$ cat src/rtl/lin_mode_pkg.sv
package lin_mode_pkg;

  typedef enum logic [4:0] {
    M_UNPWR  = 5'b00001,
    M_PRE    = 5'b00010,
    M_NORM   = 5'b00100,
    M_SILENT = 5'b01000,
    M_SLEEP  = 5'b10000
  } mode_e;

  typedef struct packed {
    logic reg_en;
    logic lowtol;
    logic tx_en;
    logic rx_en;
    logic term_en;
  } mode_out_t;

  function automatic mode_out_t decode_mode(mode_e m);
    mode_out_t o;
    o = '0;
    unique case (m)
      M_PRE:    begin o.reg_en = 1'b1; o.term_en = 1'b1; end
      M_NORM:   begin o.reg_en = 1'b1; o.term_en = 1'b1; o.tx_en = 1'b1; o.rx_en = 1'b1; end
      M_SILENT: begin o.reg_en = 1'b1; o.lowtol = 1'b1; end
      default:  o = '0;
    endcase
    return o;
  endfunction

endpackage

$ cat src/rtl/lmc_sel_window.sv
module lmc_sel_window #(
  parameter int WIN_CYC = 4
) (
  input  logic clk_i,
  input  logic rst_ni,
  input  logic en_i,
  input  logic arm_i,
  output logic sel_o
);
  localparam int CW = (WIN_CYC > 1) ? $clog2(WIN_CYC) : 1;

  logic          en_q, act_q;
  logic [CW-1:0] cnt_q;
  logic          fall, last, start;

  assign fall  = en_q & ~en_i;
  assign last  = (cnt_q == CW'(WIN_CYC - 1));
  assign start = ~act_q & fall & arm_i;
  assign sel_o = act_q & arm_i & ~en_i & last;

  always_ff @(posedge clk_i or negedge rst_ni) begin
    if (!rst_ni) begin
      en_q  <= 1'b0;
      act_q <= 1'b0;
      cnt_q <= '0;
    end else begin
      en_q <= en_i;
      if (start) begin
        act_q <= 1'b1;
        cnt_q <= '0;
      end else if (act_q) begin
        // window closes on expiry, enable high, or loss of arming
        act_q <= arm_i & ~en_i & ~last;
        cnt_q <= cnt_q + 1'b1;
      end
    end
  end

  assert_win_start_clean_R4: assert property (@(posedge clk_i) disable iff (!rst_ni)
    start |=> (act_q && cnt_q == '0));

endmodule

$ cat src/rtl/lmc_dom_timer.sv
module lmc_dom_timer #(
  parameter int DOM_CYC = 4000000
) (
  input  logic clk_i,
  input  logic rst_ni,
  input  logic txd_i,
  output logic exp_d_o
);
  localparam int DW = $clog2(DOM_CYC + 1);
  localparam logic [DW-1:0] LIMIT = DW'(DOM_CYC);

  logic [DW-1:0] cnt_q, cnt_d;

  always_comb begin
    if (txd_i)               cnt_d = '0;
    else if (cnt_q == LIMIT) cnt_d = cnt_q;
    else                     cnt_d = cnt_q + 1'b1;
  end

  assign exp_d_o = (cnt_d == LIMIT);

  always_ff @(posedge clk_i or negedge rst_ni) begin
    if (!rst_ni) cnt_q <= '0;
    else         cnt_q <= cnt_d;
  end

  assert_dom_holds_R11: assert property (@(posedge clk_i) disable iff (!rst_ni)
    (cnt_q == LIMIT && !txd_i) |=> (cnt_q == LIMIT));

endmodule

$ cat src/rtl/lmc_mode_fsm.sv
module lmc_mode_fsm
  import lin_mode_pkg::*;
(
  input  logic       clk_i,
  input  logic       rst_ni,
  input  logic       en_i,
  input  logic       txd_i,
  input  logic       vs_ok_i,
  input  logic       vcc_uv_i,
  input  logic       por_hold_i,
  input  logic       bus_wake_i,
  input  logic       local_wake_i,
  input  logic       sel_i,
  input  logic       exp_d_i,
  output logic       arm_o,
  output logic [4:0] mode_o,
  output logic       reg_en_o,
  output logic       reg_lowtol_o,
  output logic       tx_en_o,
  output logic       rx_en_o,
  output logic       term_en_o,
  output logic       drv_on_o
);
  mode_e     state_q, state_d;
  mode_out_t out_q, out_d;
  logic      drv_q;
  logic      wake, en_go;

  assign wake  = bus_wake_i | local_wake_i;
  assign en_go = en_i & ~por_hold_i;
  assign arm_o = (state_q == M_NORM) & ~por_hold_i & vs_ok_i;

  always_comb begin
    state_d = state_q;
    unique case (state_q)
      M_UNPWR:  if (vs_ok_i) state_d = M_PRE;
      M_PRE:    if (!vs_ok_i) state_d = M_UNPWR;
                else if (en_go) state_d = M_NORM;
      M_NORM:   if (!vs_ok_i) state_d = M_UNPWR;
                else if (sel_i) state_d = txd_i ? M_SILENT : M_SLEEP;
      M_SILENT: if (!vs_ok_i || vcc_uv_i || wake) state_d = M_PRE;
                else if (en_go) state_d = M_NORM;
      M_SLEEP:  if (!vs_ok_i || wake) state_d = M_PRE;
      default:  state_d = M_UNPWR;
    endcase
  end

  assign out_d = decode_mode(state_d);

  // outputs registered from next state: no lag, no glitch
  always_ff @(posedge clk_i or negedge rst_ni) begin
    if (!rst_ni) begin
      state_q <= M_UNPWR;
      out_q   <= '0;
      drv_q   <= 1'b0;
    end else begin
      state_q <= state_d;
      out_q   <= out_d;
      drv_q   <= out_d.tx_en & ~txd_i & ~exp_d_i;
    end
  end

  assign mode_o       = state_q;
  assign reg_en_o     = out_q.reg_en;
  assign reg_lowtol_o = out_q.lowtol;
  assign tx_en_o      = out_q.tx_en;
  assign rx_en_o      = out_q.rx_en;
  assign term_en_o    = out_q.term_en;
  assign drv_on_o     = drv_q;

  assert_mode_onehot_R1: assert property (@(posedge clk_i) disable iff (!rst_ni)
    $onehot(mode_o));
  assert_drv_norm_only_R11: assert property (@(posedge clk_i) disable iff (!rst_ni)
    drv_on_o |-> (tx_en_o && mode_o == M_NORM));
  assert_drv_release_R11: assert property (@(posedge clk_i) disable iff (!rst_ni)
    txd_i |=> !drv_on_o);
  assert_por_blocks_R10: assert property (@(posedge clk_i) disable iff (!rst_ni)
    (por_hold_i && state_q == M_PRE && vs_ok_i) |=> (state_q == M_PRE));
  assert_sleep_en_ignored_R9: assert property (@(posedge clk_i) disable iff (!rst_ni)
    (state_q == M_SLEEP && vs_ok_i && !wake) |=> (state_q == M_SLEEP));
  assert_wake_to_pre_R7: assert property (@(posedge clk_i) disable iff (!rst_ni)
    ((state_q == M_SILENT || state_q == M_SLEEP) && wake) |=> (state_q == M_PRE));
  assert_en_high_keeps_R6: assert property (@(posedge clk_i) disable iff (!rst_ni)
    (state_q == M_NORM && en_i) |=> !(state_q == M_SILENT || state_q == M_SLEEP));
  assert_silent_outputs_R4: assert property (@(posedge clk_i) disable iff (!rst_ni)
    (mode_o == M_SILENT) |-> (reg_en_o && reg_lowtol_o && !tx_en_o && !rx_en_o && !term_en_o));

endmodule

$ cat src/rtl/lin_mode_ctrl.sv
module lin_mode_ctrl #(
  parameter int WIN_CYC = 4,
  parameter int DOM_CYC = 4000000
) (
  input  logic       clk_i,
  input  logic       rst_ni,
  input  logic       en_i,
  input  logic       txd_i,
  input  logic       vs_ok_i,
  input  logic       vcc_uv_i,
  input  logic       por_hold_i,
  input  logic       bus_wake_i,
  input  logic       local_wake_i,
  output logic [4:0] mode_o,
  output logic       reg_en_o,
  output logic       reg_lowtol_o,
  output logic       tx_en_o,
  output logic       rx_en_o,
  output logic       term_en_o,
  output logic       drv_on_o
);
  logic arm, sel, exp_d;

  lmc_sel_window #(.WIN_CYC(WIN_CYC)) u_win (
    .clk_i  (clk_i),
    .rst_ni (rst_ni),
    .en_i   (en_i),
    .arm_i  (arm),
    .sel_o  (sel)
  );

  lmc_dom_timer #(.DOM_CYC(DOM_CYC)) u_dom (
    .clk_i   (clk_i),
    .rst_ni  (rst_ni),
    .txd_i   (txd_i),
    .exp_d_o (exp_d)
  );

  lmc_mode_fsm u_fsm (
    .clk_i        (clk_i),
    .rst_ni       (rst_ni),
    .en_i         (en_i),
    .txd_i        (txd_i),
    .vs_ok_i      (vs_ok_i),
    .vcc_uv_i     (vcc_uv_i),
    .por_hold_i   (por_hold_i),
    .bus_wake_i   (bus_wake_i),
    .local_wake_i (local_wake_i),
    .sel_i        (sel),
    .exp_d_i      (exp_d),
    .arm_o        (arm),
    .mode_o       (mode_o),
    .reg_en_o     (reg_en_o),
    .reg_lowtol_o (reg_lowtol_o),
    .tx_en_o      (tx_en_o),
    .rx_en_o      (rx_en_o),
    .term_en_o    (term_en_o),
    .drv_on_o     (drv_on_o)
  );

endmodule

$ cat config.mk
export PLATFORM = sky130hd
export DESIGN_NAME = lin_mode_ctrl
export DESIGN_NICKNAME = d
export VERILOG_FILES = /design/src/rtl/lin_mode_pkg.sv /design/src/rtl/lmc_sel_window.sv /design/src/rtl/lmc_dom_timer.sv /design/src/rtl/lmc_mode_fsm.sv /design/src/rtl/lin_mode_ctrl.sv
export SDC_FILE = /design/constraint.sdc
export NUM_CORES = 1
export LEC_CHECK = 0
export ABC_AREA = 0
export CORE_UTILIZATION = 30
export DETAILED_ROUTE_END_ITERATION = 8
export PLACE_DENSITY = 0.47
export SYNTH_ARGS = -nofsm -noshare
export SYNTH_HDL_FRONTEND = slang
export SYNTH_SLANG_ARGS = --single-unit
$ cat constraint.sdc
create_clock -name clk_i -period 4.22 [get_ports clk_i]
set_clock_uncertainty 0.2 [all_clocks]
set_input_delay 0.422 -clock clk_i [delete_from_list [all_inputs] [get_ports clk_i]]
set_output_delay 0.422 -clock clk_i [all_outputs]
set_load 0.05 [all_outputs]
## Yosys cells after proc, flatten, opt, wreduce, memory -nomap -nowiden

Cells that the tools add are included.
Widths: inputs -> output; s select.

- Flip-flop bits (word level): 37
- Input port bits: 9
- Output and inout port bits: 11
- Word-level logic and storage cells: 70

- Add/subtract/negate cells: 2
- Equality and inequality tests: 11
- Multiplexer cells: 19
- Bitwise logic cells: 20
- Reductions and logical operators: 7

Operators by type and width:

| kind | count |
|---|---|
| $eq 22x22->1 const B | 2 |
| $mux 22 | 2 |
| $mux 5 | 8 |
| $pmux 5 s5 | 1 |
| $add 22x1->22 const B | 1 |
| $and 1x1->1 | 13 |
| $eq 5x2->1 const B | 2 |
| $eq 5x3->1 const B | 2 |
| $eq 5x4->1 const B | 2 |
| $mux 2 | 3 |
| $not 1->1 | 6 |
| $eq 5x1->1 const B | 1 |
| $eq 5x5->1 const B | 1 |
| $mux 1 | 5 |
| $logic_or 1x1->1 | 3 |
| $reduce_or 3->1 | 1 |
| $add 2x1->2 const B | 1 |
| $eq 2x2->1 const B | 1 |
| $reduce_bool 2->1 | 1 |
| $reduce_or 2->1 | 1 |
| $logic_not 1->1 | 1 |
| $or 1x1->1 | 1 |

## Depth between registers and ports, before layout

Gate-level depths: netlist (run 1).

- Depth after elaboration: 13
- Depth in mapped cells: 9
- Gate-level depth less buffers: 9

## Cells and area by module

From an unflattened synthesis (run 1), not the netlist that was laid out.

- Cells, all modules: 224
- Area, all modules: 2155.8 um2

By module, submodules not included:

| module | instances | cells an instance | area an instance (um2) | sequential area each (um2) |
|---|---|---|---|---|
| lmc_dom_timer | 1 | 158 | 1403.8 | 550.5 |
| lmc_mode_fsm | 1 | 50 | 570.5 | 251.5 |
| lmc_sel_window | 1 | 16 | 181.4 | 100.1 |

## Least setup slack after synthesis (run 1)

No wires, ideal clock.

- Path type: register to register
- From: register u_fsm.state_q[3] (netlist: u_fsm.mode_o[3])
- To: register u_fsm.out_q, in the netlist u_fsm.reg_en_o
- Arrival time: 2323 ps
- Path slack: 1566 ps
- Stages on the path, launching flop included: 9
- Path buffers: 1
- Period minus slack after synthesis: 2654 ps
- Path through: dfrtp_1 nor2b_2 nand2_1 or4_1 buf_2 nor4_4 a21o_1 a21oi_2 or3_1

RTL lines:

| item | line | text |
|---|---|---|
| from (decl) | lmc_mode_fsm.sv:24 | `mode_e state_q, state_d;` |
| from (signal assigned) | lmc_mode_fsm.sv:57 | `state_q <= state_d;` |
| to (signal assigned) | lmc_mode_fsm.sv:58 | `out_q <= out_d;` |
| to (decl) | lmc_mode_fsm.sv:25 | `mode_out_t out_q, out_d;` |

## Final worst setup path (run 1)

- From: register u_dom.cnt_q[0]
- To: register u_fsm.drv_q (netlist: u_fsm.drv_on_o)

- Longest elaborated chain between the ends: 6
- Elaborated cells between the ends (all ways): 7
- Those cells by class: 1 x add/sub; 2 x eq/ne; 2 x mux; 2 x bitwise

Ends and longest elaborated chain:

| item | line | text |
|---|---|---|
| from (decl) | lmc_dom_timer.sv:12 | `logic [DW-1:0] cnt_q, cnt_d;` |
| from (signal assigned) | lmc_dom_timer.sv:24 | `else cnt_q <= cnt_d;` |
| $add 22x1->22 / $eq 22x22->1 (equally long branches) | lmc_dom_timer.sv:17, lmc_dom_timer.sv:16 |  |
| $mux 22 (*) | lmc_dom_timer.sv:16 | `else if (cnt_q == LIMIT) cnt_d = cnt_q;` |
| $mux 22 (*) | lmc_dom_timer.sv:15 | `if (txd_i) cnt_d = '0;` |
| $eq 22x22->1 (*) | lmc_dom_timer.sv:20 | `assign exp_d_o = (cnt_d == LIMIT);` |
| $not 1->1 (*) | lmc_mode_fsm.sv:59 | `drv_q <= out_d.tx_en & ~txd_i & ~exp_d_i;` |
| $and 1x1->1 (*) | lmc_mode_fsm.sv:59 |  |
| to (signal assigned) | lmc_mode_fsm.sv:59 |  |
| to (decl) | lmc_mode_fsm.sv:26 | `logic drv_q;` |

Mark *: on every way between the ends. The rest lies on a longest branch, timed or not.
A chain may end at the register's enable or synchronous reset.

==> results of run 1 <==
-- routing by layer --
metal	up-vias	global-route usage	share of wire
met1	775	0.192	0.52
met3	6	0.0324	0.030
met2	25	0.205	0.44
met5	-	0	0
met4	0	0.0462	0.014
li1	813	-	-
-- flip-flops by register name (all words and copies together), names as in the netlist --
signal,cells
u_dom.cnt_q,22
u_fsm.drv_on_o,1
u_fsm.mode_o,5
u_fsm.reg_en_o,1
u_fsm.reg_lowtol_o,1
u_fsm.rx_en_o,1
u_fsm.term_en_o,1
u_win.act_q,1
u_win.cnt_q,2
u_win.en_q,1
-- cells in the mapped netlist, types with 5 or more instances --
cell	number
inv_1	8
xnor2_1	8
nand2_1	22
dfrtp_1	35
nor3_1	8
xor2_1	12
o21ai_0	5
a21oi_1	9
nor2_1	26
nand3_1	12
or3_1	5
-- metrics by stage --
step | hold slack [ns] | util | instances
floorplan | -0.0736 | - | 217
global placement | 0.284 | 0.355 | 307
detailed placement | 0.282 | 0.355 | 307
CTS | 0.0507 | 0.380 | 315
global route | 0.0904 | 0.380 | 315
finish | 0.0160 | 0.380 | 315
-- kinds of logic (layout without fill, tap and decap cells) --
family / Yosys count / count (layout) / synth area share
simple gates: 109 / 109 / 0.307
flops: 36 / 36 / 0.443
compound gates: 32 / 32 / 0.104
xor+xnor: 20 / 20 / 0.0860
buf+inv: 15 / 36 / 0.0313
fa+ha+maj: 3 / 3 / 0.0184
mux: 2 / 2 / 0.00983
-- worst min path at each step --
stage,slack [ns],end,start,cells after the start
2_1_floorplan,-0.07,u_dom.cnt_q[0],rst_ni,0
3_3_place_gp,0.28,u_win.cnt_q[0],u_win.cnt_q[0],1
3_5_place_dp,0.28,u_win.cnt_q[0],u_win.cnt_q[0],1
4_1_cts,0.05,u_dom.cnt_q[12],rst_ni,1
5_1_grt,0.09,u_dom.cnt_q[6],rst_ni,1
6_report,0.02,u_dom.cnt_q[11],rst_ni,1
-- power by group --
group,internal [uW],total [uW],leakage [uW],switching (uW)
Sequential,370,393,0.000486,22.8
Clock,296,422,0.0000784,127
Combinational,66.3,186,0.000416,119
-- worst max-delay path, cell delays in order (launching register included) --
cell and delay [ns]:
dfrtp_1 0.47, ha_1 0.33, nand2_1 0.08, or2_1 0.22, xor2_1 0.21, or4b_2 0.62
a41oi_1 0.19, nand4b_1 0.13, o311a_1 0.35
-- cell type report --
cell class,instances,area share
multi-input combinational,166,0.437
sequential,36,0.368
timing repair buffer,20,0.0786
tap,77,0.0393
clock inverter,3,0.0368
clock buffer,5,0.0281
inverter,8,0.0123
==> results.yml, run 1 <==
hold_path:
  min_path_type: "input pin to async pin"
yosys:
  synthArstFlopShare: 1.00
  syn_avg_cell_area_um2: 9.39
  synth_nets: 229
  synth.top_cell.area_share: 0.430
  synth.area.top_cells: "dfrtp_1, xor2_1, nor2_1"
  synth_edf_count: 0
  synth.largest_area_cell: "dfrtp_1"
  synthCells: 217
  ys_ff_latch: 36
  yosysSeqAreaShare: 0.443
  ys_types: 52
  syn_area_um2: 2040
  yosysWarnings: 0
  synth_flop_cell: "dfrtp_1"
timing:
  tightest_slew_ns: 0.803
  rsz0062_at_grt: "false"
  max_slew_margin: 0.464
  finalCritPeriodShare: 0.688
  hold_viol: 0
  max_freq_mhz: 344
  setup_viol: 0
  worst_slack_ns: 1.32
  maxSlewViolCount: 0
  min_period_ns: 2.90
  tns_ns: 0
grt:
  grt_max_degree: 37
  antenna_found_initial: 0
  track_usage: 0.136
  grt_pass1_wl_mm: 7.60
  grt_overflow: 0
  grt_pass1_vias: 1519
cts:
  cts_resized: 0
  clock_path_buffers: 2
  cts_inserted_buffers: 5
  clk_transition_reported_paths_ns: 0.07
  cts_tree: "done"
  clock_sinks: 36
  htreeDepth: 2
  ctsHoldBuffers: 0
  clk_latency_ns: 0.29
  cts-root-buf: "clkbuf_8"
  post_cts_buffers: 0
critical_path:
  worstPathArrival_ns: 2.88
  start_kind: "flip-flop"
  crit_path_end: "u_fsm.drv_on_o"
  regToRegSetupSlack_ns: 1.32
  r2r-end: "u_fsm.drv_on_o"
  required_ns: 4.19
  worstPathMaxFanout: 8
  r2r-start: "u_dom.cnt_q[0]"
  critPathCaptureType: "flip-flop"
  critPathKind: "flip-flop to flip-flop"
  crit_start: "u_dom.cnt_q[0]"
  reg2reg_depth: 8
final_layout:
  fin_nets: 249
  fill_cells: 666
  area_growth_pct: 20.3
  seqCellArea_um2: 902
  n_antenna_cell: 0
  drive_above_1_share: 0.0882
  final_common_cell: "dfrtp_1"
  fin_area_um2: 2450
  multiInputGateArea_um2: 1070
  final_cell_mix: "dfrtp_1, nor2_1, nand2_1"
power_and_ir_drop:
  ir_drop_v: 0.000179
  p_per_area_nw_per_um2: 408
  power.leakage_uw: 0.000980
  totalPowerFinal_uw: 1000
placement:
  dpl_cell_area_um2: 2290
  dpl.hpwl_mm: 3.29
  io_buffers: 19
  gp_congestion: 0.773
  pre_cts_ws_ns: 1.19
job:
  drv_cap: 0
detailed_routing:
  drt_iter0_drc: 52
  wl_per_cell_um: 14.2
  drc: 9
  ant_nets: 0
  vias: 1619
  viasPerCell: 5.14
  first_pass_iters: 6
  drt-total-wl_mm: 4.48
outcome:
  violations: "design-rule violations"
  status: "complete, but fails checks"
floorplanning:
  ios: 20
  dieArea_um2: 7120
  row_count: 29
  die_x_um: 84.4
  core-area_um2: 6460
  start_util: 0.315
  die_h_um: 84.4
Note: power is estimated with default switching activity, not from simulation.
==> inputs of run 2 (changes only) <==
==> constraint.sdc (replaced) <==
create_clock -name clk_i -period 3 [get_ports clk_i]
set_clock_uncertainty 0.2 [all_clocks]
set_input_delay 0.3 -clock clk_i [delete_from_list [all_inputs] [get_ports clk_i]]
set_output_delay 0.3 -clock clk_i [all_outputs]
set_load 0.05 [all_outputs]
==> results.yml, run 2 (synthesis gave the netlist of run 1 again) <==
outcome:
  status: "complete, but fails checks"
  violations: "design-rule violations"
timing:
  min_period_ns: 2.77
  maxSlewViolCount: 0
  tns_ns: 0
  max_freq_mhz: 360
  setup_viol: 0
  hold_viol: 0
  rsz0062_at_grt: "false"
  max_slew_margin: 0.461
  finalCritPeriodShare: 0.925
  tightest_slew_ns: 0.808
critical_path:
  critPathTopFamily: "simple AND/OR/NAND/NOR gates"
  crit_buf_inv: 0
  worstPathArrival_ns: 2.75
  critPathKind: "flip-flop to flip-flop"
  path_cells: "ha_2 > nand2_1 > or2_1 > xor2_1 > or4b_2 > a41oi_1 > nand4b_1 > o311a_1"
  critPathSlowestCell: "or4b_2"
  worstPathMaxFanout: 8
  start_kind: "flip-flop"
  slowest_delay_ns: 0.61
  critPathCaptureType: "flip-flop"
  required_ns: 2.98
grt:
  grt_overflow: 0
  grtUsageMet2: 0.212
  track_usage: 0.150
  grt_pass1_vias: 1709
  antenna_found_initial: 0
  use_met1: 0.222
  grt_pass1_wl_mm: 8.35
  use_met3: 0.0305
  grt_max_degree: 37
  busiest_layer: "met1"
power_and_ir_drop:
  power.internal_uw: 863
  clkPwrFrac: 0.344
  power.leakage_uw: 0.000998
  sw_frac_of_total: 0.313
  power_frac_seq: 0.442
  pwr-share-comb: 0.214
  p_per_area_nw_per_um2: 507
  ir_drop_v: 0.000194
  switching_power_uw: 392
  totalPowerFinal_uw: 1260
detailed_routing:
  drt_iter0_drc: 90
  first_pass_iters: 6
  ant_nets: 0
  drt-total-wl_mm: 4.77
  wl_per_cell_um: 14.7
  drc: 9
  viasPerCell: 5.24
  vias: 1697
cts:
  cts-root-buf: "clkbuf_8"
  clk_transition_reported_paths_ns: 0.08
  cts_inserted_buffers: 5
  clock_path_buffers: 2
  cts_tree: "done"
  htreeDepth: 2
  clk_latency_ns: 0.29
  clock_sinks: 36
floorplanning:
  dieArea_um2: 7120
  ios: 20
  die_x_um: 84.4
  die_h_um: 84.4
  core-area_um2: 6460
  start_util: 0.315
  row_count: 29
final_layout:
  top_register: "u_dom.cnt_q"
  finalCoreUtilization: 0.383
  fin_cells: 324
  largest_reg_flops: 22
  final_cell_mix: "dfrtp_1, nor2_1, nand2_1"
  drive_above_1_share: 0.121
  n_antenna_cell: 0
  final_common_cell: "dfrtp_1"
  fin_nets: 258
  fin_area_um2: 2480
  area_growth_pct: 21.6
placement:
  gp_congestion: 0.863
  io_buffers: 19
  dpl_cell_area_um2: 2350
  dp.cells: 315
  dpl.hpwl_mm: 3.54
hold_path:
  min_path_type: "flip-flop to flip-flop"
job:
  drv_cap: 0
run 2: layout make-up:
class | count | area, um2
Fill cell | 658 | 3980
Multi-Input combinational cell | 166 | 1070
Sequential cell | 36 | 902
Timing Repair Buffer | 29 | 263
Tap cell | 77 | 96.3
Clock buffer | 5 | 68.8
Clock inverter | 3 | 42.5
Inverter | 8 | 30.0
run 2: worst reg2reg max path, stage by stage, from the launching register on:
cell and delay, ns:
dfrtp_1 0.45, ha_2 0.28, nand2_1 0.06, or2_1 0.22, xor2_1 0.19, or4b_2 0.62
a41oi_1 0.20, nand4b_1 0.12, o311a_1 0.33
run 2: worst paths after layout:
path | to | depth (start not counted) | start | slack, ns
max in group asynchronous | u_dom.cnt_q[9] | 2 | rst_ni | 1.65
min | u_win.cnt_q[0] | 1 | u_win.cnt_q[0] | 0.29
max | u_fsm.drv_on_o | 8 | u_dom.cnt_q[0] | 0.23
min reg2reg | u_win.cnt_q[0] | 1 | u_win.cnt_q[0] | 0.29
max reg2reg | u_fsm.drv_on_o | 8 | u_dom.cnt_q[0] | 0.23
min in group asynchronous | u_dom.cnt_q[11] | 2 | rst_ni | 0.44
run 2: routing by layer:
metal / share of wire / up-vias
li1: - / 832
met1: 0.51 / 821
met2: 0.44 / 38
met3: 0.041 / 6
met4: 0.014 / 0
met5: 0 / -
run 2: metrics by stage:
step / setup slack (ns) / hold slack [ns]
2_1_floorplan: 0.346 / -0.196
3_3_place_gp: 0.0622 / 0.250
3_5_place_dp: 0.116 / 0.254
4_1_cts: 0.162 / 0.296
5_1_grt: 0.0416 / 0.327
6_report: 0.225 / 0.287
run 2: what timing repair did:
action | in CTS | in global routing
endpoints found under the hold margin | 35 | 0
resized for setup | 0 | 1
setup endpoints to repair | 0 | 1
hold buffers | 1 | 0
setup buffers | 0 | 0
run 2: power by group through the flow:
stage	combinational, uW	clock, uW	sequential (uW)
3_5_place_dp	270	0	563
4_1_cts	271	445	554
3_3_place_gp	269	0	564
6_report	269	431	555
2_1_floorplan	85.7	0	645
5_1_grt	288	467	561
==> inputs of run 3 (changes only) <==
==> constraint.sdc (replaced) <==
create_clock -name clk_i -period 3 [get_ports clk_i]
set_clock_uncertainty 0.2 [all_clocks]
set_input_delay 0.6 -clock clk_i [delete_from_list [all_inputs] [get_ports clk_i]]
set_output_delay 0.6 -clock clk_i [all_outputs]
set_load 0.05 [all_outputs]
==> results.yml, run 3 (synthesis gave the netlist of run 1 again) <==
outcome:
  status: "complete, but fails checks"
  violations: "design-rule violations"
grt:
  antenna_found_initial: 0
  grt_max_degree: 37
  grt_pass1_wl_mm: 8.22
  grt_overflow: 0
  track_usage: 0.147
  grt_pass1_vias: 1611
critical_path:
  worstPathArrival_ns: 2.88
  critPathSlowestCell: "dfrtp_1"
  critPathKind: "flip-flop to flip-flop"
  path_cells: "inv_1 > ha_1 > nor4b_1 > nand4_1 > or2_4 > a22oi_2 > nand4b_1 > or3_1 > o311a_1"
  slowest_delay_ns: 0.46
  worstPathMaxFanout: 6
  critPathCaptureType: "flip-flop"
  required_ns: 2.97
  start_kind: "flip-flop"
floorplanning:
  core-area_um2: 6460
  ios: 20
  die_h_um: 84.4
  dieArea_um2: 7120
  row_count: 29
  start_util: 0.315
  die_x_um: 84.4
final_layout:
  area_growth_pct: 22.9
  fin_nets: 265
  n_antenna_cell: 0
  final_common_cell: "dfrtp_1"
  fill_cells: 667
  top_register: "u_dom.cnt_q"
  final_cell_mix: "dfrtp_1, nor2_1, nand2_1"
  drive_above_1_share: 0.150
  largest_reg_flops: 22
detailed_routing:
  drt-total-wl_mm: 4.74
  viasPerCell: 4.98
  drc: 8
  wl_per_cell_um: 14.3
  drt_iter0_drc: 92
  first_pass_iters: 6
  ant_nets: 0
  vias: 1650
timing:
  finalCritPeriodShare: 0.967
  max_slew_margin: 0.463
  tightest_slew_ns: 0.806
  rsz0062_at_grt: "false"
  tns_ns: 0
  hold_viol: 0
  max_freq_mhz: 345
  min_period_ns: 2.90
  maxSlewViolCount: 0
  setup_viol: 0
cts:
  cts-root-buf: "clkbuf_8"
  htreeDepth: 2
  cts_inserted_buffers: 5
  cts_resized: 0
  clk_latency_ns: 0.30
  clock_path_buffers: 2
  clock_sinks: 36
  ctsHoldBuffers: 0
  clk_transition_reported_paths_ns: 0.09
  cts_tree: "done"
  post_cts_buffers: 0
placement:
  io_buffers: 19
  dpl.hpwl_mm: 3.54
  gp_congestion: 0.853
power_and_ir_drop:
  totalPowerFinal_uw: 1170
  ir_drop_v: 0.000141
  power_frac_seq: 0.470
  clkPwrFrac: 0.297
  pwr-share-comb: 0.232
  p_per_area_nw_per_um2: 470
  power.internal_uw: 782
  switching_power_uw: 393
  sw_frac_of_total: 0.335
  power.leakage_uw: 0.00103
hold_path:
  min_path_type: "input pin to async pin"
job:
  drv_cap: 0
-- run 3: cell types whose count changed in the layout (fill, tap and decap cells not counted) --
cell and delta:
clkinv_4 +1, clkinvlp_4 -1, clkinv_2 +1, buf_4 +8, dlygate4sd3_1 -1, bufinv_16 -1
-- run 3: cell type report --
type                       count  area [um2]  area share
multi-input combinational    166        1070       0.429
tap                           77        96.3      0.0385
timing repair buffer          36         313       0.125
sequential                    36         902       0.360
clock inverter                 3        18.8     0.00750
inverter                       8        30.0      0.0120
clock buffer                   5        68.8      0.0275
-- run 3: final timing paths --
path	startpoint	end	slack, ns	depth (start not counted)
min	rst_ni	u_dom.cnt_q[6]	0.18	1
max in group asynchronous	rst_ni	u_fsm.mode_o[4]	1.89	1
max reg2reg	u_dom.cnt_q[0]	u_fsm.drv_on_o	0.1	9
min in group clk_i	u_win.cnt_q[0]	u_win.cnt_q[0]	0.29	1
min reg2reg	u_win.cnt_q[0]	u_win.cnt_q[0]	0.29	1
max	u_dom.cnt_q[0]	u_fsm.drv_on_o	0.1	9
-- run 3: power by group through the flow --
| stage | sequential [uW] | clock [uW] | combinational, uW |
|---|---|---|---|
| finish | 553 | 349 | 273 |
| global placement | 564 | 0 | 274 |
| floorplan | 645 | 0 | 85.7 |
| detailed placement | 562 | 0 | 273 |
| CTS | 553 | 362 | 274 |
| global route | 559 | 388 | 292 |
-- run 3: per-layer routing --
| layer | share of wire | global-route usage | wire (um) |
|---|---|---|---|
| met3 | 0.034 | 0.0295 | 162 |
| met4 | 0.0051 | 0.0555 | 24 |
| met1 | 0.55 | 0.221 | 2600 |
| met5 | 0 | 0 | 0 |
| met2 | 0.41 | 0.206 | 1960 |
-- run 3: metrics by stage --
step	instance area, um2	setup WS, ns	std cells	hold slack (ns)	util
2_1_floorplan	2040	0.346	217	0.104	-
4_1_cts	2500	0.156	331	0.226	0.387
3_5_place_dp	2410	0.0295	323	0.283	0.373
5_1_grt	2500	0.0189	331	0.269	0.387
6_report	2500	0.0985	331	0.185	0.387
3_3_place_gp	2410	0.0602	323	0.287	0.373
-- run 3: critical path, delay by kind of cell, from the launching register on --
family	cells	cell delay [ns]
and+or+nand+nor	5	1.32
AOI/OAI and AO/OA	2	0.57
DFF	1	0.46
adders and majority gates	1	0.13
buffers and inverters	1	0.10
